==> src/rtl/fp64_cmp_pkg.sv <==
package fp64_cmp_pkg;

  typedef enum logic [1:0] {
    OP_LE   = 2'b00,
    OP_LT   = 2'b01,
    OP_EQ   = 2'b10,
    OP_NONE = 2'b11
  } cmp_op_e;

  localparam int FLAG_W      = 5;
  localparam int FLAG_INV_IX = 4;

  typedef struct packed {
    logic sign;
    logic is_zero;
    logic is_nan;
    logic is_snan;
  } fp_kind_t;

endpackage

==> src/rtl/fp64_classify.sv <==
module fp64_classify
  import fp64_cmp_pkg::*;
#(
  parameter int EXP_W  = 11,
  parameter int FRAC_W = 52
) (
  input  logic [EXP_W+FRAC_W:0] val,
  output fp_kind_t              kind
);
  localparam int W = 1 + EXP_W + FRAC_W;

  function automatic fp_kind_t sort_operand(input logic [W-1:0] v);
    fp_kind_t k;
    logic exp_max;
    logic frac_nz;
    exp_max   = &v[W-2:FRAC_W];
    frac_nz   = |v[FRAC_W-1:0];
    k.sign    = v[W-1];
    k.is_zero = ~|v[W-2:0];
    k.is_nan  = exp_max & frac_nz;
    // the top fraction bit marks a quiet NaN
    k.is_snan = exp_max & frac_nz & ~v[FRAC_W-1];
    return k;
  endfunction

  assign kind = sort_operand(val);
endmodule

==> src/rtl/fp64_order.sv <==
module fp64_order
  import fp64_cmp_pkg::*;
#(
  parameter int EXP_W  = 11,
  parameter int FRAC_W = 52
) (
  input  logic [EXP_W+FRAC_W:0] val_a,
  input  logic [EXP_W+FRAC_W:0] val_b,
  input  fp_kind_t              kind_a,
  input  fp_kind_t              kind_b,
  output logic                  ord_eq,
  output logic                  ord_lt
);
  localparam int W = 1 + EXP_W + FRAC_W;

  // Equality: identical bit patterns, or two zeros of any sign.
  function automatic logic same_value(input logic [W-1:0] a, input logic [W-1:0] b,
                                      input logic za, input logic zb);
    return (za & zb) | (a == b);
  endfunction

  // Sign-magnitude ordering; the magnitude order flips when both are negative.
  function automatic logic below(input logic [W-1:0] a, input logic [W-1:0] b,
                                 input logic za, input logic zb);
    logic [W-2:0] ma;
    logic [W-2:0] mb;
    ma = a[W-2:0];
    mb = b[W-2:0];
    if (za & zb)              return 1'b0;
    else if (a[W-1] != b[W-1]) return a[W-1];
    else if (!a[W-1])          return ma < mb;
    else                       return ma > mb;
  endfunction

  assign ord_eq = same_value(val_a, val_b, kind_a.is_zero, kind_b.is_zero);
  assign ord_lt = below(val_a, val_b, kind_a.is_zero, kind_b.is_zero);
endmodule

==> src/rtl/fp64_compare.sv <==
module fp64_compare
  import fp64_cmp_pkg::*;
#(
  parameter int XLEN   = 64,
  parameter int EXP_W  = 11,
  parameter int FRAC_W = 52
) (
  input  logic                    clk,
  input  logic                    rst_n,
  input  logic [EXP_W+FRAC_W:0]   op_a,
  input  logic [EXP_W+FRAC_W:0]   op_b,
  input  logic [1:0]              op_sel,
  output logic [XLEN-1:0]         cmp_res,
  output logic [FLAG_W-1:0]       cmp_flags
);
  localparam int W     = 1 + EXP_W + FRAC_W;
  localparam int N_OPD = 2;

  logic [N_OPD-1:0][W-1:0] opnd;
  fp_kind_t                kind [N_OPD];
  logic                    ord_eq, ord_lt;
  logic                    any_nan, any_snan;
  logic                    hit_d, inv_d;
  logic                    hit_q, inv_q;
  cmp_op_e                 op;

  assign opnd[0] = op_a;
  assign opnd[1] = op_b;
  assign op      = cmp_op_e'(op_sel);

  for (genvar g = 0; g < N_OPD; g++) begin : g_kind
    fp64_classify #(.EXP_W(EXP_W), .FRAC_W(FRAC_W)) u_cls (
      .val  (opnd[g]),
      .kind (kind[g])
    );
  end

  fp64_order #(.EXP_W(EXP_W), .FRAC_W(FRAC_W)) u_ord (
    .val_a  (op_a),
    .val_b  (op_b),
    .kind_a (kind[0]),
    .kind_b (kind[1]),
    .ord_eq (ord_eq),
    .ord_lt (ord_lt)
  );

  assign any_nan  = kind[0].is_nan  | kind[1].is_nan;
  assign any_snan = kind[0].is_snan | kind[1].is_snan;

  always_comb begin
    hit_d = 1'b0;
    inv_d = 1'b0;
    case (op)
      OP_LE: begin
        hit_d = ~any_nan & (ord_lt | ord_eq);
        inv_d = any_nan;
      end
      OP_LT: begin
        hit_d = ~any_nan & ord_lt;
        inv_d = any_nan;
      end
      OP_EQ: begin
        hit_d = ~any_nan & ord_eq;
        inv_d = any_snan;
      end
      default: begin
        hit_d = 1'b0;
        inv_d = 1'b0;
      end
    endcase
  end

  always_ff @(posedge clk or negedge rst_n) begin
    if (!rst_n) begin
      hit_q <= 1'b0;
      inv_q <= 1'b0;
    end else begin
      hit_q <= hit_d;
      inv_q <= inv_d;
    end
  end

  assign cmp_res   = {{(XLEN-1){1'b0}}, hit_q};
  assign cmp_flags = FLAG_W'(inv_q) << FLAG_INV_IX;

  // ---------------- assertions ----------------
  a_r6_nan_gives_zero: assert property (@(posedge clk) disable iff (!rst_n)
    any_nan |=> cmp_res == '0);

  a_r7_eq_quiet_silent: assert property (@(posedge clk) disable iff (!rst_n)
    (op == OP_EQ && any_nan && !any_snan) |=> cmp_flags == '0);

  a_r7_eq_snan_invalid: assert property (@(posedge clk) disable iff (!rst_n)
    (op == OP_EQ && any_snan) |=> cmp_flags[FLAG_INV_IX]);

  a_r8_ordered_nan_invalid: assert property (@(posedge clk) disable iff (!rst_n)
    ((op == OP_LT || op == OP_LE) && any_nan) |=> cmp_flags[FLAG_INV_IX]);

  a_r9_unused_flags_zero: assert property (@(posedge clk) disable iff (!rst_n)
    cmp_flags[FLAG_INV_IX-1:0] == '0);

  a_r9_no_flag_without_nan: assert property (@(posedge clk) disable iff (!rst_n)
    !any_nan |=> cmp_flags == '0);

  a_r10_idle_op_quiet: assert property (@(posedge clk) disable iff (!rst_n)
    (op == OP_NONE) |=> (cmp_res == '0 && cmp_flags == '0));

  a_r11_zero_extended: assert property (@(posedge clk) disable iff (!rst_n)
    cmp_res[XLEN-1:1] == '0);

  a_r4_eq_lt_exclusive: assert property (@(posedge clk) disable iff (!rst_n)
    !(ord_eq && ord_lt));

  a_r5_le_union: assert property (@(posedge clk) disable iff (!rst_n)
    (op == OP_LE && !any_nan) |=> cmp_res[0] == $past(ord_lt || ord_eq));

endmodule

==> config.mk <==
export PLATFORM = sky130hd
export DESIGN_NAME = fp64_compare
export DESIGN_NICKNAME = d
export VERILOG_FILES = /design/src/rtl/fp64_cmp_pkg.sv /design/src/rtl/fp64_classify.sv /design/src/rtl/fp64_order.sv /design/src/rtl/fp64_compare.sv
export SDC_FILE = /design/constraint.sdc
export NUM_CORES = 1
export LEC_CHECK = 0
export ABC_CLOCK_PERIOD_IN_PS = 1200
export BUFFER_PORTS_ARGS = -buffer_cell sky130_fd_sc_hd__buf_4
export CORE_ASPECT_RATIO = 2
export CORE_MARGIN = 10
export CORE_UTILIZATION = 46
export CTS_CLUSTER_DIAMETER = 200
export DETAILED_ROUTE_END_ITERATION = 7
export GPL_TIMING_DRIVEN = 0
export PLACE_DENSITY = 0.95
export RECOVER_POWER = 100
export SYNTH_ARGS = -nofsm -noshare
export SYNTH_HDL_FRONTEND = slang
export SYNTH_HIERARCHICAL = 1
export SYNTH_SLANG_ARGS = --single-unit
==> constraint.sdc <==
create_clock -name clk -period 1.2 [get_ports clk]
set_clock_uncertainty 0.1 [all_clocks]
set_input_delay 0.18 -clock clk [delete_from_list [all_inputs] [get_ports clk]]
set_output_delay 0.18 -clock clk [all_outputs]
set_load 0.01 [all_outputs]
### Yosys cells after proc, flatten, opt, wreduce, memory -nomap -nowiden

Cells that the tools add are included.
W data, S select, Z words.

* $lt $le $gt $ge: 2
* bitwise logic cells: 15
* mux-type cells: 5
* eq/ne operators: 4
* reduce and logical (&&, ||, !) cells: 10

Operators with widths (count)
* $reduce_or A63 Y1: 2
* $reduce_or A52 Y1: 2
* $eq A64 B64 Y1: 1
* $gt A63 B63 Y1: 1
* $lt A63 B63 Y1: 1
* $reduce_and A11 Y1: 2
* $and A1 B1 Y1: 8
* $or A1 B1 Y1: 4
* $mux W1: 3
* $not A1 Y1: 3
* $pmux W1 S3: 1
* $eq A2 B1 Y1 const B: 1
* $eq A2 B2 Y1 const B: 1
* $logic_not A1 Y1: 2
* $logic_not A2 Y1: 1
* $pmux W1 S2: 1
* $reduce_or A2 Y1: 1
* $ne A1 B1 Y1: 1

* word-level logic and storage cells: 38
* bits of input ports: 132
* bits in registers: 2

### Longest topological paths before layout

Gate-level depths: netlist of run 1.

* word-level depth: 7
* gate-level depth with buffers: 10
* depth with buffers taken out: 10

### Cells and area by module

The synthesis of run 1 kept the hierarchy.

Modules (own cells, without submodules)
* fp64_order: area each 1709.1 um^2, instances 1, sequential area each 0.0 um^2, cells an instance 238
* fp64_compare: area each 681.9 um^2, instances 1, sequential area each 50.0 um^2, cells an instance 86
* fp64_classify: area each 197.7 um^2, instances 2, sequential area each 0.0 um^2, cells an instance 30

### Worst setup path after synthesis of run 1

OpenSTA, ideal clock, no wires.

* path kind: input port to flip-flop
* from: input port op_b[22]
* to: register hit_q
* setup time: 0.122 ns
* stages on the path: 10
* arrival: 2.043 ns
* setup slack: -1.064 ns
* cell sequence: inv_1 -> ha_1 -> a21oi_2 -> o21ai_1 -> a221oi_2 -> o22ai_1 -> o41a_1 -> nor3_2 -> o21ai_1 -> a2111oi_1

* word-level cells in the longest chain between the ends: 7
* elaborated cells between the ends (all ways): 19
* those cells by class: order compare (2); eq/ne (1); mux (4); bitwise (9); reduce/logical (3)

RTL lines
* start, declared: line fp64_compare.sv:11 `input logic [EXP_W+FRAC_W:0] op_b,`
* $lt A63 B63 Y1 (tied with other cells): line fp64_order.sv:31 `else if (!a[W-1]) return ma < mb;`
* $mux W1 / $logic_not A1 Y1 (equally long branches): line fp64_order.sv:31, fp64_classify.sv:19
* $mux W1 / $and A1 B1 Y1 (equally long branches): line fp64_order.sv:30, fp64_order.sv:29
* $mux W1 *: line fp64_order.sv:29 `if (za & zb) return 1'b0;`
* net ord_lt: line fp64_compare.sv:21 `logic ord_eq, ord_lt;`
* $or A1 B1 Y1: line fp64_compare.sv:55 `hit_d = ~any_nan & (ord_lt | ord_eq);`
* $and A1 B1 Y1: line fp64_compare.sv:55
* $pmux W1 S3 *: line fp64_compare.sv:53 `case (op)`
* net hit_d: line fp64_compare.sv:23 `logic hit_d, inv_d;`
* end signal, assigned: line fp64_compare.sv:78 `hit_q <= hit_d;`
* end, declared: line fp64_compare.sv:24 `logic hit_q, inv_q;`

Mark *: on every way through the listed nets, which the timed path passes. The rest lies on a longest branch.

### Final worst setup path of run 1

* from: input port op_b[29]
* to: register hit_q

Same word-level chain as after synthesis.

==> results of run 1 <==
final cells by class:
class                      instances  area share, %
buffer                            69           10.2
tap                               63           1.55
clock buffer                       3           1.47
sequential                         2          0.983
inverter                          70           5.70
timing repair buffer             144           22.5
multi-input combinational        307           57.6
worst max-delay path by stage:
stage | to | cells past startpoint | slack (ns)
floorplan | hit_q | 10 | -0.89
global placement | hit_q | 11 | -1.37
detailed placement | hit_q | 11 | -1.44
CTS | hit_q | 12 | -1.05
global route | hit_q | 11 | -1.32
finish | hit_q | 11 | -1.27
power breakdown:
group | switching, mW | internal (mW)
registers | 0.00112 | 0.0721
logic | 0.893 | 0.929
clock network | 0.0667 | 0.423
registers in the layout (all words and copies together) (netlist names):
name   count
inv_q      1
hit_q      1
through the flow:
step	power (mW)	area (um^2)	setup WS (ns)	hold slack (ns)
after CTS	2.07	4720	-1.05	0.183
after detailed placement	1.52	4460	-1.44	-0.136
after floorplan	0.904	3380	-0.891	-0.216
final	2.39	5090	-1.27	0.183
after global routing	2.52	5090	-1.32	0.208
after global placement	1.45	4460	-1.37	-0.138
metal layers:
| metal | GRT usage, % | part of all wire [%] |
|---|---|---|
| met3 | 7.07 | 10 |
| met1 | 18.9 | 30 |
| met5 | 0 | 0 |
| met4 | 10.2 | 6.3 |
| met2 | 46.7 | 54 |
what timing repair did:
| item | 4_1_cts | 5_1_grt |
|---|---|---|
| buffers inserted | 2 | 8 |
| hold buffers | 1 | 0 |
| endpoints found under the hold margin | 2 | 0 |
| resized for setup | 28 | 67 |
| pin swaps | 11 | 34 |
| endpoints found under the setup margin | 2 | 2 |
==> results.toml, run 1 <==
[outcome]
outcome = "finished with violations"
violations = "negative setup slack"

[place]
place_inst = 644
port_buffers = 133
place.gp.congestion = 0.867
hpwlAfterDp_um = 10400

[global_routing]
grt_max_degree = 5
gr-total-overflow = 0
grt_pass1_wl_um = 18000
grt.total_usage_pct = 23.2
antenna_found_initial = 0
grt_pass1_vias = 3946

[cells_and_area]
layout-drive-gt1-share_pct = 54.5
fin_nets = 797
stdcell_count = 658
multi_input_area_mm2 = 0.00293
seq_area_um2 = 50.0
final_common_cell = "buf_4"
final_util_pct = 85.5
syn2layout_area_growth_pct = 83.8
antenna_cells = 0
num-fill-cells = 317
final_cell_mix = "193 x buf_4, 67 x conb_1, 54 x inv_1"

[die]
rows = 40
die-area_mm2 = 0.00972
initial_core_util_pct = 46.5
dieHeight_um = 130
ioPinCount = 201
die_w_um = 74.9
coreArea_mm2 = 0.00596

[clock_network]
cts_made_buffers = 3
cts_buffer_depth = 2
cts_num_sinks = 2
cts_tree = "done"
clock_tree.root_cell = "clkbuf_16"
htree_levels = 1
path_clk_slew_ns = 0.03

[worst_setup_path]
arrival_ns = 2.46
end_kind = "flop"
cpPeakStageDelay_ns = 0.44
startpoint = "op_b[29]"
cp-start-kind = "input pin"
crit_buf_inv = 2
critical_path.slowest_cell = "o41a_1"
critical-path-top-delay-family = "compound AO/OA/AOI/OAI gates"
cp_max_fo = 3
critPathRequiredTime_ns = 1.19
crit_chain = "buf_4, inv_1, ha_4, a21oi_1, a21boi_0, a211oi_2, o22ai_2, o41a_1, nor3_2, o21ai_1, a2111oi_2"
path_class = "in2reg"

[synthesis]
synth_cells = 382
synth_area_mm2 = 0.00277
synth_area_per_cell_um2 = 7.25
yosysWarnings = 6

[detailed_routing]
ant_nets = 0
wl_per_cell_um = 21.8
routed_wl_um = 14400
drc_errors = 0
avgViaCountPerCell = 5.77
vias = 3795
drt-initial-drc-count = 196
drt_pass1_iterations = 4

[sta]
finalCritPeriodShare_pct = 206
final.setup.tns_ns = -1.77
finalCriticalPeriod_ns = 2.47
setup_violations = 2
finalWorstSetupSlack_ns = -1.27
finalMaxSlewViolations = 0
hold_viol = 0
rsz0062_at_grt = "true"
worst_pin_slew_ns = 0.488
relSlewSlack_pct = 67.2
clock.fmax_mhz = 405

[job]
maxCapViolations = 0

[hold_path]
min_path_type = "in2async"

[power]
p_leak_nw = 2.56
powerDensity_mw_per_mm2 = 468
ir_drop_mv = 0.554
No activity file was read; power rests on OpenSTA's default activity.
==> run 2, diff against run 1 <==
--- a/config.mk
+++ b/config.mk
@@ -7,7 +7,6 @@
 export LEC_CHECK = 0
 export ABC_CLOCK_PERIOD_IN_PS = 1200
 export BUFFER_PORTS_ARGS = -buffer_cell sky130_fd_sc_hd__buf_4
-export CORE_ASPECT_RATIO = 2
 export CORE_MARGIN = 10
 export CORE_UTILIZATION = 46
 export CTS_CLUSTER_DIAMETER = 200
==> run 2 against run 1 <==
The run still ends with negative setup slack left. Utilization shrank 3.9 points. Die area shrank 1.9%. Cell area shrank 5.7%. Sequential share of layout area grew 0.059 points. Combinational power shrank 12%.
==> results.toml, run 2 (synthesis gave the netlist of run 1 again) <==
[sta]
clock.fmax_mhz = 439
finalWorstSetupSlack_ns = -1.08
hold_slack_ns = 0.193
rsz0062_at_grt = "true"
finalCriticalPeriod_ns = 2.28
finalCritPeriodShare_pct = 190
hold_viol = 0
finalMaxSlewViolations = 0
setup_violations = 2

[power]
ir_drop_mv = 0.466
p_leak_nw = 2.51
powerDensity_mw_per_mm2 = 408
p_sw_share_pct = 43.3
p_int_mw = 1.11
p_clk_share_pct = 14.0
p_switching_mw = 0.847
power_frac_seq_pct = 3.7
combinationalPowerShare_pct = 82.2

[cells_and_area]
final_util_pct = 81.6
fin_nets = 789
layout-drive-gt1-share_pct = 48.0
syn2layout_area_growth_pct = 73.3
final_cell_mix = "192 x buf_4, 67 x conb_1, 64 x inv_1"
reg.largest.list = "hit_q: 1 flops, inv_q: 1 flops"
stdcell_area_mm2 = 0.00480
antenna_cells = 0
final_common_cell = "buf_4"
stdcell_count = 662

[worst_setup_path]
cp_max_fo = 3
end_kind = "flop"
path_class = "in2reg"
crit_buf_inv = 1
arrival_ns = 2.29
crit_chain = "buf_4, ha_1, nand4_1, nor3_1, a211oi_2, o22ai_1, o41a_1, nor3_2, o21ai_1, a2111oi_2"
critical_path.slowest_cell = "o41a_1"
critPathRequiredTime_ns = 1.21
cp-start-kind = "input pin"
critical-path-top-delay-family = "compound AO/OA/AOI/OAI gates"
cpPeakStageDelay_ns = 0.44

[clock_network]
cts_made_buffers = 3
htree_levels = 1
cts_tree = "done"
cts_num_sinks = 2
cts_buffer_depth = 2
path_clk_slew_ns = 0.03
clock_tree.root_cell = "clkbuf_8"

[place]
place.gp.congestion = 0.889
place_inst = 656
preCtsSetupSlack_ns = -1.46
place_area_mm2 = 0.00448
port_buffers = 133
hpwlAfterDp_um = 10300

[hold_path]
hold_end = "inv_q"
min_from = "op_sel[1]"
whs_path_depth = 3
min_path_type = "in2reg"

[detailed_routing]
avgViaCountPerCell = 5.37
ant_nets = 0
wl_per_cell_um = 18.2
drt-initial-drc-count = 131
drt_pass1_iterations = 4
drc_errors = 0
routed_wl_um = 12100
vias = 3556

[die]
coreArea_mm2 = 0.00589
dieHeight_um = 97.6
rows = 28
ioPinCount = 201
die_w_um = 97.6
initial_core_util_pct = 47.1
die-area_mm2 = 0.00953

[global_routing]
grt_pass1_vias = 3903
grt_pass1_wl_um = 18400
antenna_found_initial = 0
grt.total_usage_pct = 22.9
gr-total-overflow = 0
grt_max_degree = 7

[job]
maxCapViolations = 0

[outcome]
outcome = "finished with violations"
violations = "negative setup slack"
-- run 2: metal layers --
| metal | routed length (um) | global-route usage, % | vias up | share of wire [%] |
|---|---|---|---|---|
| met2 | 6280 | 43.2 | 219 | 52 |
| met1 | 3880 | 20.0 | 1612 | 32 |
| met5 | 0 | 0 | - | 0 |
| met3 | 1110 | 7.61 | 71 | 9.2 |
| met4 | 796 | 15.2 | 0 | 6.6 |
| li1 | - | - | 1654 | - |
-- run 2: through the flow --
stage               power [mW]  TNS, ns
global route              2.10    -1.67
CTS                       1.87    -1.44
floorplan                0.904    -1.09
finish                    1.96    -1.51
detailed placement        1.52    -2.26
global placement          1.44    -2.10
-- run 2: area by class of cell --
class	count	area (um^2)
multi-input cells	307	2770
plain buffers	69	518
flip-flops and latches	2	50.0
inverters	70	278
fillers	372	1080
repair buffers	136	1050
well taps	75	93.8
clock buffers	3	41.3
-- run 2: power groups by stage --
| stage | clock [mW] | sequential (mW) | combinational [mW] |
|---|---|---|---|
| 6_report | 0.274 | 0.0732 | 1.61 |
| 5_1_grt | 0.285 | 0.0736 | 1.74 |
| 4_1_cts | 0.280 | 0.0733 | 1.52 |
| 3_5_place_dp | 0 | 0.0740 | 1.45 |
| 3_3_place_gp | 0 | 0.0738 | 1.37 |
| 2_1_floorplan | 0 | 0.0736 | 0.830 |
-- run 2: worst max-delay path by stage --
stage          startpoint     to  slack [ns]  cells past startpoint
2_1_floorplan    op_b[61]  hit_q       -0.89                     10
3_3_place_gp     op_b[10]  hit_q       -1.35                      9
3_5_place_dp     op_b[10]  hit_q       -1.46                      9
4_1_cts          op_b[52]  hit_q       -1.04                     11
5_1_grt          op_a[41]  hit_q       -1.20                     10
6_report         op_a[29]  hit_q       -1.08                     10
-- run 2: repair_timing --
item / 4_1_cts / 5_1_grt
hold buffers: 1 / 0
hold endpoints to repair: 2 / 0
buffers inserted: 1 / 1
pin swaps: 14 / 7
gates resized for setup: 38 / 10
setup endpoints to repair: 2 / 2
